## src/rtl/tok_rr_pkg.sv

```systemverilog
package tok_rr_pkg;

  // Number of requesters the arbiter is built for by default.
  localparam int unsigned ARB_WIDTH_DEF = 4;

  // One-position left rotation of a one-hot priority vector.
  function automatic logic [ARB_WIDTH_DEF-1:0] rot_up(input logic [ARB_WIDTH_DEF-1:0] v);
    return {v[ARB_WIDTH_DEF-2:0], v[ARB_WIDTH_DEF-1]};
  endfunction

endpackage

```

## src/rtl/tok_rr_ring.sv

```systemverilog
module tok_rr_ring #(
  parameter int unsigned WIDTH = tok_rr_pkg::ARB_WIDTH_DEF
) (
  input  logic             clk,
  input  logic             rst_n,
  input  logic             adv,
  output logic [WIDTH-1:0] token
);

  localparam logic [WIDTH-1:0] TOKEN_RST = {{(WIDTH-1){1'b0}}, 1'b1};

  logic [WIDTH-1:0] token_q;
  logic [WIDTH-1:0] token_d;

  // Next-state: rotate toward the next-higher requester index.
  always_comb begin
    token_d = {token_q[WIDTH-2:0], token_q[WIDTH-1]};
  end

  // Register with explicit clock enable.
  always_ff @(posedge clk or negedge rst_n) begin
    if (!rst_n) begin
      token_q <= TOKEN_RST;
    end else if (adv) begin
      token_q <= token_d;
    end
  end

  assign token = token_q;

endmodule

```

## src/rtl/tok_rr_slice.sv

```systemverilog
module tok_rr_slice #(
  parameter int unsigned WIDTH = tok_rr_pkg::ARB_WIDTH_DEF
) (
  input  logic             en,
  input  logic [WIDTH-1:0] in_vec,
  output logic [WIDTH-1:0] out_vec
);

  // Fixed priority: lowest index of the rotated view wins, gated by en.
  always_comb begin
    logic seen;
    seen    = 1'b0;
    out_vec = '0;
    for (int j = 0; j < WIDTH; j++) begin
      out_vec[j] = en & in_vec[j] & ~seen;
      seen       = seen | in_vec[j];
    end
  end

endmodule

```

## src/rtl/tok_rr_arb.sv

```systemverilog
module tok_rr_arb #(
  parameter int unsigned NREQ = tok_rr_pkg::ARB_WIDTH_DEF
) (
  input  logic            clk,
  input  logic            rst_n,
  input  logic [NREQ-1:0] req,
  input  logic            ack,
  output logic [NREQ-1:0] grant
);

  logic [NREQ-1:0] token_w;
  logic [NREQ-1:0] rot_req   [NREQ];
  logic [NREQ-1:0] slice_out [NREQ];
  logic [NREQ-1:0] contrib   [NREQ];

  tok_rr_ring #(.WIDTH(NREQ)) ring_i (
    .clk   (clk),
    .rst_n (rst_n),
    .adv   (ack),
    .token (token_w)
  );

  // One slice per token position, each seeing requests from its start index.
  for (genvar k = 0; k < NREQ; k++) begin : g_slice
    for (genvar j = 0; j < NREQ; j++) begin : g_rot
      assign rot_req[k][j] = req[(k + j) % NREQ];
    end
    tok_rr_slice #(.WIDTH(NREQ)) slice_i (
      .en      (token_w[k]),
      .in_vec  (rot_req[k]),
      .out_vec (slice_out[k])
    );
  end

  // Route each slice output back to its absolute requester and OR them.
  for (genvar g = 0; g < NREQ; g++) begin : g_merge
    for (genvar k = 0; k < NREQ; k++) begin : g_src
      assign contrib[g][k] = slice_out[k][(g - k + NREQ) % NREQ];
    end
    assign grant[g] = |contrib[g];
  end

endmodule

```

## config.mk

```make
export PLATFORM = sky130hd
export DESIGN_NAME = tok_rr_arb
export DESIGN_NICKNAME = d
export VERILOG_FILES = /design/src/rtl/tok_rr_pkg.sv /design/src/rtl/tok_rr_ring.sv /design/src/rtl/tok_rr_slice.sv /design/src/rtl/tok_rr_arb.sv
export SDC_FILE = /design/constraint.sdc
export NUM_CORES = 1
export LEC_CHECK = 0
export BUFFER_PORTS_ARGS = -buffer_cell sky130_fd_sc_hd__buf_4
export CAP_MARGIN = 20
export CORE_AREA = 2 2 39 41
export CTS_BUF_LIST = sky130_fd_sc_hd__clkbuf_4
export DETAILED_ROUTE_END_ITERATION = 6
export DIE_AREA = 0 0 41 43
export GPL_TIMING_DRIVEN = 0
export HOLD_SLACK_MARGIN = 0.12
export PLACE_DENSITY = 0.47
export SETUP_SLACK_MARGIN = 0.3
export SLEW_MARGIN = 30
export SYNTH_ARGS = -nofsm -noshare
export SYNTH_HDL_FRONTEND = slang
export SYNTH_SLANG_ARGS = --single-unit
```

## constraint.sdc

```tcl
create_clock -name clk -period 1 [get_ports clk]
set_input_delay 0.1 -clock clk [delete_from_list [all_inputs] [get_ports clk]]
set_output_delay 0.1 -clock clk [all_outputs]
set_load 0.005 [all_outputs]
```

==> flow_summary.yaml <==
run_status:
  status: "complete, but fails checks"
  violations: "negative setup slack"
timing:
  period_share: 1.333
  whs_ps: 135.6
  clock.fmax_mhz: 749.9
  setup-violations-final: 6
  slew_headroom: 0.8292
  rsz0062_at_grt: "true"
  fin_crit_ps: 1333
  finClkSkew_ps: 8.021
  fin_tns_setup_ps: -1266
  setup_slack_ps: -333.5
  hold_violations: 0
  tightestPinTransition_ps: 256.2
  slew_viol_final: 0
critical_path:
  crit_path_end_kind: "output pin"
  crit_required_ps: 900
  timing.rr.end: "ring_i.token[3]$_DFFE_PN0P_"
  r2r-start: "ring_i.token[2]$_DFFE_PN0P_"
  cp_max_fo: 3
  reg2regPathDepth: 3
  crit_slowest_cell: "dfrtp_1"
  crit_start: "ring_i.token[2]$_DFFE_PN0P_"
  start_kind: "flip-flop"
  arrival_ps: 1230
  setup.worst_path.end: "grant[0]"
  path_cells: "nor3b_2 > nor3_2 > a21boi_1 > buf_4"
  slowest_delay_ps: 390
  worst-setup-path-type: "flip-flop to output pin"
  r2r_setup_slack_ps: -40
synthesis:
  seq_area_frac_synth: 0.3857
  syn_area_per_cell_um2: 10.95
  syn_inst: 24
  yosysWarnings: 0
  ys_types: 15
  syn_area_um2: 262.8
  synth_nets: 31
  ys_ff_latch: 4
final_layout:
  seq_area_um2: 101.3
  design_area_um2: 442.9
  area_growth_pct: 68.57
  antennaDiodeCount: 0
  fin_nets: 51
  instances_no_fill: 59
  multiInputGateArea_um2: 165.2
  largest_reg_flops: 4
  drive_above_1_share: 0.6047
  fillers: 149
global_routing:
  gr-total-overflow: 0
  grt_usage: 0.09980
  grt_pass1_vias: 265
  grt_pass1_wl_mm: 1.124
  grt_max_degree: 6
  antenna_found_initial: 0
cts:
  ctsHtreeMaxLevel: 1
  cts_root_buf: "clkbuf_4"
  insertion_delay_ps: 240
  numCtsBuffers: 3
  clk_pin_slew_ps: 40
  cts_buffer_depth: 2
  cts_tree: "built"
  clock-sinks: 4
floorplanning:
  io_pins: 11
  core_area_um2: 1384
  initial_core_util: 0.1899
  die_x_um: 41
  rows: 14
  die_h_um: 43
  die-area_um2: 1763
place:
  place_congestion: 0.5377
  place_area_um2: 365.4
  placedCellCount: 50
  port_buffers: 10
  dp_hpwl_um: 516.3
detailed_routing:
  drt-pass1-iter-count: 3
  drc: 0
  totalWireLength_um: 716
  vias_per_cell: 4.695
  vias: 277
  initialDrtViolationCount: 1
  ant_nets: 0
  wl_per_cell_um: 12.14
pwr:
  p_leak_nw: 0.2107
  peakVddDrop_uv: 457.2
  switching_share: 0.1990
  power_frac_comb: 0.101
  p_clk_frac: 0.542
  p_sw_w: 0.00009063
  p_per_area_nw_per_um2: 1028
  p_int_w: 0.0003648
  pwr-share-seq: 0.358
worst_hold_path:
  worstHoldStart: "ack"
  hp-class: "primary input to flip-flop"
flow_run:
  drv_cap: 0
[final cells by class]
type,instances,share of cell area
Tap cell,16,0.04520
Sequential cell,4,0.2288
Timing Repair Buffer,15,0.2768
Inverter,1,0.008475
Clock buffer,4,0.06780
Multi-Input combinational cell,19,0.3729
[worst max-delay path, delay by kind of cell, from the launching register on]
kind	cells	cell delay, ps
DFF	1	390
AOI/OAI and AO/OA	1	110
and+or+nand+nor	2	350
buffers and inverters	1	140
[power by group through the flow]
stage | Sequential [W] | Combinational, W | Clock [W]
floorplan | 0.000165 | 0.0000110 | 0
global placement | 0.000165 | 0.0000404 | 0
detailed placement | 0.000165 | 0.0000434 | 0
CTS | 0.000163 | 0.0000464 | 0.000258
global route | 0.000163 | 0.0000501 | 0.000274
finish | 0.000163 | 0.0000459 | 0.000247
[stage by stage]
| step | util | power, W | setup WS (ps) |
|---|---|---|---|
| after floorplan | - | 0.0001759 | 83.87 |
| after global routing | 0.3201 | 0.0004868 | -410.4 |
| after detailed placement | 0.2640 | 0.0002082 | -126.5 |
| final | 0.3201 | 0.0004554 | -333.5 |
| after CTS | 0.3119 | 0.0004676 | -340.7 |
| after global placement | 0.2640 | 0.0002052 | -80.73 |
[layer usage]
layer	vias to the layer above	global-route usage	wire (um)
met3	2	0.01571	62
met2	13	0.1500	357
li1	126	-	-
met1	136	0.1075	280
met5	-	0	0
met4	0	0.1000	15
[logic make-up (layout without fill, tap and decap cells)]
kind of cell | Yosys count | after routing | synth area share
AND/OR/NAND/NOR | 10 | 10 | 0.2476
AO/OA/AOI/OAI | 5 | 5 | 0.1809
multiplexers | 4 | 4 | 0.1714
flip-flops | 4 | 4 | 0.3857
buffers and inverters | 1 | 20 | 0.01427
[worst min path at each step]
stage	to	depth (start not counted)
global route	ring_i.token[3]$_DFFE_PN0P_	2
finish	ring_i.token[2]$_DFFE_PN0P_	2
floorplan	ring_i.token[1]$_DFFE_PN0P_	0
detailed placement	ring_i.token[2]$_DFFE_PN0P_	1
CTS	ring_i.token[3]$_DFFE_PN0P_	2
global placement	ring_i.token[3]$_DFFE_PN0P_	1
[cells in the final DEF (no fill, tap or decap)]
cell type	n
a21boi_1	2
a221oi_2	1
buf_4	12
buf_6	2
clkbuf_4	4
dfrtp_1	3
dfstp_2	1
dlygate4sd3_1	1
inv_2	1
mux2_1	2
mux2_4	2
nand2_1	2
nand2b_1	1
nand3b_1	2
nor2_1	2
nor2b_1	1
nor3_2	1
nor3b_2	1
o21ai_1	1
o31ai_2	1
[cells in the mapped netlist]
library cell  count  area (um^2)
dfstp_2           1        26.28
nor2_1            2        7.510
dfrtp_1           3        75.07
nor2b_1           1        6.260
nor3_2            1        10.01
nor3b_2           1        12.51
o21ai_1           1        5.000
a21boi_1          2        15.01
mux2_1            4        45.04
a221oi_2          1        15.01
nand2b_1          1        6.260
inv_2             1        3.750
nand2_1           2        7.510
o31ai_2           1        12.51
nand3b_1          2        15.01
[timing repair]
| action | 4_1_cts | 5_1_grt |
|---|---|---|
| setup endpoints to repair | 8 | 8 |
| buffers inserted | 3 | 1 |
| gates resized for setup | 1 | 1 |
| hold buffers | 1 | 0 |
| hold endpoints to repair | 4 | 0 |
| pin swaps | 3 | 2 |
Note: power is estimated with default switching activity, not from simulation.
